## config.mk

```make
export PLATFORM = sky130hd
export DESIGN_NAME = ptp_trim_clock
export DESIGN_NICKNAME = d
export VERILOG_FILES = /design/src/rtl/ptp_trim_pkg.sv /design/src/rtl/ptp_trim_regs.sv /design/src/rtl/ptp_trim_nco.sv /design/src/rtl/ptp_trim_heartbeat.sv /design/src/rtl/ptp_trim_clock.sv
export SDC_FILE = /design/constraint.sdc
export NUM_CORES = 1
export LEC_CHECK = 0
export CAP_MARGIN = 25
export CORE_MARGIN = 2
export CORE_UTILIZATION = 25
export DETAILED_ROUTE_END_ITERATION = 16
export MAX_ROUTING_LAYER = met4
export PLACE_DENSITY_LB_ADDON = 0.3
export SYNTH_ARGS = -nofsm -noshare
export SYNTH_HDL_FRONTEND = slang
export SYNTH_SLANG_ARGS = --single-unit
```

## constraint.sdc

```tcl
create_clock -name clk_i -period 5.8 [get_ports clk_i]
set_input_delay 1.45 -clock clk_i [delete_from_list [all_inputs] [get_ports clk_i]]
set_output_delay 1.45 -clock clk_i [all_outputs]
set_load 0.02 [all_outputs]
```

## src/rtl/ptp_trim_pkg.sv

```systemverilog
package ptp_trim_pkg;
  localparam int ADDR_W = 5;
  localparam int DATA_W = 16;

  typedef enum logic [ADDR_W-1:0] {
    A_TC_NS_LO  = 5'd0,
    A_TC_NS_HI  = 5'd1,
    A_TC_SEC_LO = 5'd2,
    A_TC_SEC_HI = 5'd3,
    A_FREQ_LO   = 5'd4,
    A_FREQ_HI   = 5'd5,
    A_NCO_0     = 5'd6,
    A_NCO_1     = 5'd7,
    A_NCO_2     = 5'd8,
    A_LOAD_SEL  = 5'd9,
    A_CTRL      = 5'd10,
    A_HB_CTRL   = 5'd11,
    A_STATUS    = 5'd12,
    A_HB_NS_LO  = 5'd16,
    A_HB_NS_HI  = 5'd17,
    A_HB_SEC_LO = 5'd18,
    A_HB_SEC_HI = 5'd19
  } reg_addr_e;

  // CTRL bits
  localparam int CTRL_INIT  = 0;
  localparam int CTRL_CAP   = 1;
  localparam int CTRL_FSYNC = 2;
  // LOAD_SEL bits
  localparam int SEL_TIME = 0;
  localparam int SEL_NCO  = 1;
  localparam int SEL_FREQ = 2;
  // HB_CTRL bits
  localparam int HB_START = 0;
  localparam int HB_END   = 1;

  localparam logic [31:0] FREQ_NOMINAL = 32'h8000_0000;
  localparam logic [31:0] NS_PER_SEC   = 32'd1_000_000_000;
endpackage

```

## src/rtl/ptp_trim_regs.sv

```systemverilog
module ptp_trim_regs
  import ptp_trim_pkg::*;
#(
  parameter int NS_W   = 32,
  parameter int SEC_W  = 32,
  parameter int FREQ_W = 32,
  parameter int NCO_W  = 44
) (
  input  logic                clk_i,
  input  logic                rst_ni,
  input  logic                wr_i,
  input  logic [ADDR_W-1:0]   addr_i,
  input  logic [DATA_W-1:0]   wdata_i,
  output logic [NS_W-1:0]     tc_ns_o,
  output logic [SEC_W-1:0]    tc_sec_o,
  output logic [FREQ_W-1:0]   freq_stage_o,
  output logic [NCO_W-1:0]    nco_stage_o,
  output logic                tc_load_o,
  output logic                nco_load_o,
  output logic                freq_load_o,
  output logic                capture_o,
  output logic                hb_start_o,
  output logic                hb_end_o,
  output logic                hb_zero_o,
  output logic [2:0]          ctrl_o,
  output logic [2:0]          sel_o
);
  localparam int NCO_TOP_W = NCO_W - 2*DATA_W;

  logic [2:0] ctrl_q, sel_q;
  logic       ctrl_wr, hb_wr, fsync;

  assign ctrl_wr = wr_i && (addr_i == A_CTRL);
  assign hb_wr   = wr_i && (addr_i == A_HB_CTRL);
  assign fsync   = ctrl_wr && wdata_i[CTRL_FSYNC] && !ctrl_q[CTRL_FSYNC];

  assign tc_load_o   = fsync && wdata_i[CTRL_INIT] && sel_q[SEL_TIME];
  assign nco_load_o  = fsync && wdata_i[CTRL_INIT] && sel_q[SEL_NCO];
  assign freq_load_o = fsync && sel_q[SEL_FREQ];
  assign capture_o   = fsync && wdata_i[CTRL_CAP];
  assign hb_start_o  = hb_wr && wdata_i[HB_START];
  assign hb_end_o    = hb_wr && wdata_i[HB_END];
  assign hb_zero_o   = hb_wr && (wdata_i[1:0] == 2'b00);
  assign ctrl_o      = ctrl_q;
  assign sel_o       = sel_q;

  always_ff @(posedge clk_i or negedge rst_ni) begin
    if (!rst_ni) begin
      ctrl_q <= '0;
      sel_q  <= '0;
    end else begin
      if (ctrl_wr) ctrl_q <= wdata_i[2:0];
      if (wr_i && addr_i == A_LOAD_SEL) begin
        sel_q <= wdata_i[2:0];
      end else begin
        if (tc_load_o)  sel_q[SEL_TIME] <= 1'b0;
        if (nco_load_o) sel_q[SEL_NCO]  <= 1'b0;
      end
    end
  end

  // shadow staging
  always_ff @(posedge clk_i or negedge rst_ni) begin
    if (!rst_ni) begin
      tc_ns_o      <= '0;
      tc_sec_o     <= '0;
      freq_stage_o <= '0;
      nco_stage_o  <= '0;
    end else if (wr_i) begin
      case (addr_i)
        A_TC_NS_LO:  tc_ns_o[DATA_W-1:0]           <= wdata_i;
        A_TC_NS_HI:  tc_ns_o[NS_W-1:DATA_W]        <= wdata_i[NS_W-DATA_W-1:0];
        A_TC_SEC_LO: tc_sec_o[DATA_W-1:0]          <= wdata_i;
        A_TC_SEC_HI: tc_sec_o[SEC_W-1:DATA_W]      <= wdata_i[SEC_W-DATA_W-1:0];
        A_FREQ_LO:   freq_stage_o[DATA_W-1:0]      <= wdata_i;
        A_FREQ_HI:   freq_stage_o[FREQ_W-1:DATA_W] <= wdata_i[FREQ_W-DATA_W-1:0];
        A_NCO_0:     nco_stage_o[DATA_W-1:0]       <= wdata_i;
        A_NCO_1:     nco_stage_o[2*DATA_W-1:DATA_W] <= wdata_i;
        A_NCO_2:     nco_stage_o[NCO_W-1:2*DATA_W] <= wdata_i[NCO_TOP_W-1:0];
        default: ;
      endcase
    end
  end

  a_r6_sel_autoclear: assert property (@(posedge clk_i) disable iff (!rst_ni)
    tc_load_o |=> !sel_q[SEL_TIME]);
  a_r7_nco_sel_autoclear: assert property (@(posedge clk_i) disable iff (!rst_ni)
    nco_load_o |=> !sel_q[SEL_NCO]);
  a_r5_edge_leaves_high: assert property (@(posedge clk_i) disable iff (!rst_ni)
    (tc_load_o || freq_load_o || capture_o) |=> ctrl_q[CTRL_FSYNC]);
endmodule

```

## src/rtl/ptp_trim_nco.sv

```systemverilog
module ptp_trim_nco
  import ptp_trim_pkg::*;
#(
  parameter int NS_W   = 32,
  parameter int SEC_W  = 32,
  parameter int FREQ_W = 32,
  parameter int FRAC_W = 28,
  parameter int NCO_W  = 44
) (
  input  logic                 clk_i,
  input  logic                 rst_ni,
  input  logic [FREQ_W-1:0]    freq_stage_i,
  input  logic                 freq_load_i,
  input  logic [NS_W-1:0]      tc_ns_i,
  input  logic [SEC_W-1:0]     tc_sec_i,
  input  logic                 tc_load_i,
  input  logic [NCO_W-1:0]     nco_stage_i,
  input  logic                 nco_load_i,
  output logic [NS_W-1:0]      ns_o,
  output logic [SEC_W-1:0]     sec_o,
  output logic [NCO_W+3:0]     nco_o,
  output logic [FREQ_W-1:0]    freq_o
);
  localparam int STEP_W = FREQ_W - FRAC_W + 1;
  localparam int CNT_W  = NCO_W + 4;

  logic [FRAC_W-1:0] frac_q;
  logic [FREQ_W-1:0] freq_q;
  logic [NS_W-1:0]   ns_q, ns_sum;
  logic [SEC_W-1:0]  sec_q;
  logic [CNT_W-1:0]  nco_q;
  logic [FREQ_W:0]   acc_sum;
  logic [STEP_W-1:0] step;
  logic              wrap;

  assign acc_sum = {{(FREQ_W-FRAC_W+1){1'b0}}, frac_q} + {1'b0, freq_q};
  assign step    = acc_sum[FREQ_W:FRAC_W];
  assign ns_sum  = ns_q + NS_W'(step);
  assign wrap    = ns_sum >= NS_W'(NS_PER_SEC);

  always_ff @(posedge clk_i or negedge rst_ni) begin
    if (!rst_ni) begin
      frac_q <= '0;
      freq_q <= FREQ_NOMINAL;
      ns_q   <= '0;
      sec_q  <= '0;
      nco_q  <= '0;
    end else begin
      frac_q <= acc_sum[FRAC_W-1:0];
      if (freq_load_i) freq_q <= freq_stage_i;
      if (tc_load_i) begin
        ns_q  <= tc_ns_i;
        sec_q <= tc_sec_i;
      end else if (wrap) begin
        ns_q  <= ns_sum - NS_W'(NS_PER_SEC);
        sec_q <= sec_q + 1'b1;
      end else begin
        ns_q  <= ns_sum;
      end
      if (nco_load_i) nco_q <= {nco_stage_i, 4'b0000};
      else            nco_q <= nco_q + CNT_W'(step);
    end
  end

  assign ns_o   = ns_q;
  assign sec_o  = sec_q;
  assign nco_o  = nco_q;
  assign freq_o = freq_q;

  a_r3_ns_below_wrap: assert property (@(posedge clk_i) disable iff (!rst_ni)
    (!tc_load_i && ns_q < NS_W'(NS_PER_SEC)) |=> ns_q < NS_W'(NS_PER_SEC));
  a_r6_time_commit: assert property (@(posedge clk_i) disable iff (!rst_ni)
    tc_load_i |=> (ns_q == $past(tc_ns_i) && sec_q == $past(tc_sec_i)));
  a_r8_freq_hold: assert property (@(posedge clk_i) disable iff (!rst_ni)
    !freq_load_i |=> $stable(freq_q));
endmodule

```

## src/rtl/ptp_trim_heartbeat.sv

```systemverilog
module ptp_trim_heartbeat #(
  parameter int NS_W  = 32,
  parameter int SEC_W = 32
) (
  input  logic             clk_i,
  input  logic             rst_ni,
  input  logic             capture_i,
  input  logic [NS_W-1:0]  ns_i,
  input  logic [SEC_W-1:0] sec_i,
  input  logic             hb_start_i,
  input  logic             hb_end_i,
  input  logic             hb_zero_i,
  output logic [NS_W-1:0]  hb_ns_o,
  output logic [SEC_W-1:0] hb_sec_o,
  output logic             status_o,
  output logic             frozen_o
);
  logic [NS_W-1:0]  hb_ns_q;
  logic [SEC_W-1:0] hb_sec_q;
  logic             status_q, frozen_q, end_seen_q;

  always_ff @(posedge clk_i or negedge rst_ni) begin
    if (!rst_ni) begin
      hb_ns_q    <= '0;
      hb_sec_q   <= '0;
      status_q   <= 1'b0;
      frozen_q   <= 1'b0;
      end_seen_q <= 1'b0;
    end else begin
      if (capture_i && !frozen_q) begin
        hb_ns_q  <= ns_i;
        hb_sec_q <= sec_i;
      end
      if (capture_i)     status_q <= 1'b1;
      else if (hb_end_i) status_q <= 1'b0;
      if (hb_start_i) frozen_q <= 1'b1;
      if (hb_end_i)   end_seen_q <= 1'b1;
      if (hb_zero_i && end_seen_q) begin
        frozen_q   <= 1'b0;
        end_seen_q <= 1'b0;
      end
    end
  end

  assign hb_ns_o  = hb_ns_q;
  assign hb_sec_o = hb_sec_q;
  assign status_o = status_q;
  assign frozen_o = frozen_q;

  a_r10_freeze_hold: assert property (@(posedge clk_i) disable iff (!rst_ni)
    frozen_q |=> ($stable(hb_ns_q) && $stable(hb_sec_q)));
  a_r9_status_set: assert property (@(posedge clk_i) disable iff (!rst_ni)
    capture_i |=> status_q);
  a_r10_status_clear: assert property (@(posedge clk_i) disable iff (!rst_ni)
    (hb_end_i && !capture_i) |=> !status_q);
endmodule

```

## src/rtl/ptp_trim_clock.sv

```systemverilog
module ptp_trim_clock
  import ptp_trim_pkg::*;
#(
  parameter int NS_W   = 32,
  parameter int SEC_W  = 32,
  parameter int FREQ_W = 32,
  parameter int FRAC_W = 28,
  parameter int NCO_W  = 44
) (
  input  logic                clk_i,
  input  logic                rst_ni,
  input  logic                wr_i,
  input  logic                rd_i,
  input  logic [ADDR_W-1:0]   addr_i,
  input  logic [DATA_W-1:0]   wdata_i,
  output logic [DATA_W-1:0]   rdata_o,
  output logic [SEC_W-1:0]    time_sec_o,
  output logic [NS_W-1:0]     time_ns_o,
  output logic [NCO_W+3:0]    nco_ns_o
);
  logic [NS_W-1:0]   tc_ns, hb_ns;
  logic [SEC_W-1:0]  tc_sec, hb_sec;
  logic [FREQ_W-1:0] freq_stage, freq_act;
  logic [NCO_W-1:0]  nco_stage;
  logic tc_load, nco_load, freq_load, capture;
  logic hb_start, hb_end, hb_zero, status, frozen;
  logic [2:0] ctrl, sel;
  logic [DATA_W-1:0] rmux, rdata_q;

  ptp_trim_regs #(.NS_W(NS_W), .SEC_W(SEC_W), .FREQ_W(FREQ_W), .NCO_W(NCO_W)) u_regs (
    .clk_i, .rst_ni, .wr_i, .addr_i, .wdata_i,
    .tc_ns_o(tc_ns), .tc_sec_o(tc_sec), .freq_stage_o(freq_stage), .nco_stage_o(nco_stage),
    .tc_load_o(tc_load), .nco_load_o(nco_load), .freq_load_o(freq_load), .capture_o(capture),
    .hb_start_o(hb_start), .hb_end_o(hb_end), .hb_zero_o(hb_zero),
    .ctrl_o(ctrl), .sel_o(sel)
  );

  ptp_trim_nco #(.NS_W(NS_W), .SEC_W(SEC_W), .FREQ_W(FREQ_W), .FRAC_W(FRAC_W), .NCO_W(NCO_W)) u_nco (
    .clk_i, .rst_ni,
    .freq_stage_i(freq_stage), .freq_load_i(freq_load),
    .tc_ns_i(tc_ns), .tc_sec_i(tc_sec), .tc_load_i(tc_load),
    .nco_stage_i(nco_stage), .nco_load_i(nco_load),
    .ns_o(time_ns_o), .sec_o(time_sec_o), .nco_o(nco_ns_o), .freq_o(freq_act)
  );

  ptp_trim_heartbeat #(.NS_W(NS_W), .SEC_W(SEC_W)) u_hb (
    .clk_i, .rst_ni, .capture_i(capture), .ns_i(time_ns_o), .sec_i(time_sec_o),
    .hb_start_i(hb_start), .hb_end_i(hb_end), .hb_zero_i(hb_zero),
    .hb_ns_o(hb_ns), .hb_sec_o(hb_sec), .status_o(status), .frozen_o(frozen)
  );

  always_comb begin
    rmux = '0;
    case (addr_i)
      A_FREQ_LO:   rmux = freq_act[DATA_W-1:0];
      A_FREQ_HI:   rmux = DATA_W'(freq_act[FREQ_W-1:DATA_W]);
      A_LOAD_SEL:  rmux = DATA_W'(sel);
      A_CTRL:      rmux = DATA_W'(ctrl);
      A_STATUS:    rmux = DATA_W'({frozen, status});
      A_HB_NS_LO:  rmux = hb_ns[DATA_W-1:0];
      A_HB_NS_HI:  rmux = DATA_W'(hb_ns[NS_W-1:DATA_W]);
      A_HB_SEC_LO: rmux = hb_sec[DATA_W-1:0];
      A_HB_SEC_HI: rmux = DATA_W'(hb_sec[SEC_W-1:DATA_W]);
      default:     rmux = '0;
    endcase
  end

  always_ff @(posedge clk_i or negedge rst_ni) begin
    if (!rst_ni) rdata_q <= '0;
    else         rdata_q <= rd_i ? rmux : '0;
  end
  assign rdata_o = rdata_q;

  a_r11_idle_read_zero: assert property (@(posedge clk_i) disable iff (!rst_ni)
    !rd_i |=> rdata_o == '0);
endmodule

```

==> results by group <==
Status
  • Status: finished, violations left
  • Failing checks: setup timing

Timing
  • RSZ-0062 raised after global routing: true
  • Final Cycle Share: 1.00
  • Final period demand of the worst path: 5.82 ns
  • Fin Hold WS: 0.466 ns
  • Final Hold Viols: 0
  • Slew @ Worst Pin: 1.36 ns
  • Final setup vio count: 6
  • PnR worst setup slack: -0.0204 ns
  • Clock skew: 0.0417 ns
  • Max Slew Vio Count: 0
  • Worst rel slew slack: 0.0927
  • Maximum clock frequency: 0.172 GHz

Critical path
  • Critical-path top delay cell: a2111oi_4
  • Worst r2r src: u_nco.freq_o[0]
  • Most used cell, CP: o21ai_2
  • CP startpoint: u_nco.freq_o[0]
  • Reg2reg setup slack: -0.02 ns
  • Crit path max fanout: 8
  • CP arrival: 6.24 ns
  • R2R cell count: 28
  • Element type at the critical path end: flop
  • Crit path to: u_nco.sec_o[7]
  • CP Class: reg -> reg
  • Worst Setup Start Kind: flop
  • RR Endpoint: u_nco.sec_o[7]
  • Worst stage delay on the critical path: 0.46 ns
  • CP required: 6.22 ns

Global routing
  • Total GRT Usage: 0.170
  • First-pass GRT wire length: 102000 um
  • Initial antenna violation count: 7
  • Gr ovfl total: 0
  • Pin count of the biggest net entering global routing: 109
  • Vias in the first global route: 15700

Die
  • Core Area: 78700 sq um
  • Die height: 286 um
  • Die area: 81700 sq um
  • Site Rows: 103
  • Initial Util: 0.252
  • Die Width: 286 um
  • # IOs: 153

Power
  • Leak pwr: 11.1 nW
  • Peak VDD IR: 240 uV
  • Pwr Density: 353 nW/um^2

Synth
  • Ys flop type: dfrtp_1
  • FFs w/ async S/R, synth: 1.00
  • Syn Area/Cell: 11.0 sq um
  • Synth top cells by count: dfrtp_1 (400), mux2_2 (233), nand2_1 (200)
  • Post-synthesis register bit count: 401
  • Post-synth EDFFs: 0
  • Yosys top cell by area: dfrtp_1
  • Post-Syn Nets: 1867
  • Syn. warnings: 0
  • Distinct cells, synth: 74
  • Post-Synthesis Cells: 1799
  • Area contributors post-synth: dfrtp_1 (50%), mux2_2 (13%), xnor2_1 (4.5%)
  • Post-synthesis sequential area ratio: 0.506
  • Post-synth top area share: 0.504
  • Syn Std Cell Area: 19800 sq um
  • Most frequent cell after synthesis: dfrtp_1

Clocking
  • Clk pin slew, worst setup/hold paths: 0.06 ns
  • Num CTS Buffers: 46
  • Bufs on Longest Clock Path: 3
  • Worst-skew pair later-pin latency: 0.60 ns
  • CTS tree: done
  • Hold buffers post-CTS: 0
  • Num Clock Sinks: 401
  • Clock root buffer: clkbuf_16
  • H-tree levels: 2

Route
  • Routed WL per cell: 21.1 um
  • Final ANT Viol Nets: 0
  • DRC: 0
  • Detailed-route via count: 15400
  • Detailed-router iteration count before antenna repair: 6
  • DR iter-0 viols: 1295
  • DR vias/cell: 4.81
  • Drt total wl: 67800 um

Layout
  • Share of post-route cells with drive strength above 1: 0.283
  • Flip-flop and latch area: 10000 sq um
  • Multi-input gate area: 9960 sq um
  • Fin cells: 3211
  • Synth-to-Final Area Change: 32.5%
  • Final net count: 2183
  • # fillers: 7872

Hold path
  • Min-Delay Path Class: reg -> reg
  • Hold path depth: 2

Placement
  • Port-buffer cells: 152
  • DP HPWL: 48200 um
  • DP Cell Count: 3100
  • GP Congestion: 0.881
  • Pre-CTS setup slack: -0.647 ns

Flow run
  • # Max-Cap Violations: 0
[worst min-delay path by stage]
stage / start / to
after floorplan: u_regs.nco_stage_o[36] / u_nco.nco_o[40]
after global routing: u_regs.nco_stage_o[36] / u_nco.nco_o[40]
after CTS: u_regs.tc_ns_o[0] / u_nco.ns_o[0]
final: u_regs.tc_ns_o[0] / u_nco.ns_o[0]
after global placement: u_regs.nco_stage_o[36] / u_nco.nco_o[40]
after detailed placement: u_regs.tc_ns_o[0] / u_nco.ns_o[0]
[sequential cells by signal, indices dropped and copies added (netlist names), 3 cells and up]
register / cells
rdata_o: 16
u_hb.hb_ns_o: 32
u_hb.hb_sec_o: 32
u_nco.frac_q: 28
u_nco.freq_o: 32
u_nco.nco_o: 48
u_nco.ns_o: 32
u_nco.sec_o: 32
u_regs.ctrl_o: 3
u_regs.freq_stage_o: 32
u_regs.nco_stage_o: 44
u_regs.sel_o: 3
u_regs.tc_ns_o: 32
u_regs.tc_sec_o: 32
[logic make-up (layout without fill, tap and decap cells)]
family / Yosys count / in the layout / synth area share
AOI/OAI and AO/OA: 373 / 373 / 0.131
xor gates and xnor gates: 154 / 154 / 0.0680
adders and majority gates: 43 / 43 / 0.0282
buffers and inverters: 127 / 480 / 0.0253
DFF: 401 / 401 / 0.506
muxes: 237 / 237 / 0.134
other: 0 / 9 / 0
and+or+nand+nor: 464 / 464 / 0.108
[power breakdown]
part | internal [W] | switching [W]
registers | 0.00326 | 0.000537
logic | 0.00114 | 0.00134
clock network | 0.00177 | 0.00124
total | 0.00618 | 0.00311
[through the flow]
stage	TNS, ns	power, W	area, sq um	util
2_1_floorplan	0	0.00496	19800	-
3_3_place_gp	-25.93	0.00614	23900	0.303
3_5_place_dp	-29.03	0.00618	23900	0.304
4_1_cts	-0.0416	0.00929	25800	0.328
5_1_grt	-13.29	0.00978	26300	0.334
6_report	-0.0933	0.00929	26300	0.334
[layer usage]
layer	global-route usage	routed length [um]	vias up
li1	-	-	7106
met1	0.229	31200	7845
met2	0.258	31200	405
met3	0.0360	4040	84
met4	0.0437	1410	0
met5	-	0	-
[critical path: cells and delay by family (launching register included)]
kind | cells | cell delay, ns
AO/OA/AOI/OAI | 14 | 2.60
XOR/XNOR | 2 | 0.32
adder cells (fa/ha/maj) | 3 | 0.88
buffers and inverters | 5 | 0.62
flip-flops | 1 | 0.35
AND/OR/NAND/NOR | 4 | 0.88
[final cells by class]
| type | count | area share |
|---|---|---|
| Sequential cell | 401 | 0.381 |
| Inverter | 43 | 0.00614 |
| Clock inverter | 16 | 0.00894 |
| Timing Repair Buffer | 352 | 0.123 |
| Multi-Input combinational cell | 1271 | 0.379 |
| Antenna cell | 9 | 0.000856 |
| Tap cell | 1050 | 0.0499 |
| Clock buffer | 69 | 0.0505 |
[repair_timing]
item / in CTS / in global routing
resized for setup: 40 / 67
pin swaps: 28 / 36
cloned: 1 / 0
setup endpoints to repair: 55 / 57
buffers inserted: 13 / 2
[cells in the final DEF, fill, tap and decap left out, types with 36 or more instances in the layout]
| cell | count |
|---|---|
| mux2_2 | 232 |
| xor2_1 | 50 |
| dfrtp_1 | 400 |
| ha_1 | 36 |
| clkbuf_16 | 47 |
| o21ai_0 | 91 |
| a22oi_1 | 42 |
| nand2_1 | 200 |
| xnor2_1 | 97 |
| buf_4 | 181 |
| clkdlybuf4s50_1 | 151 |
| nor2_1 | 84 |
| a21oi_1 | 48 |
| nand3_1 | 45 |
| inv_1 | 41 |
Power figures use the tool's default switching activity.
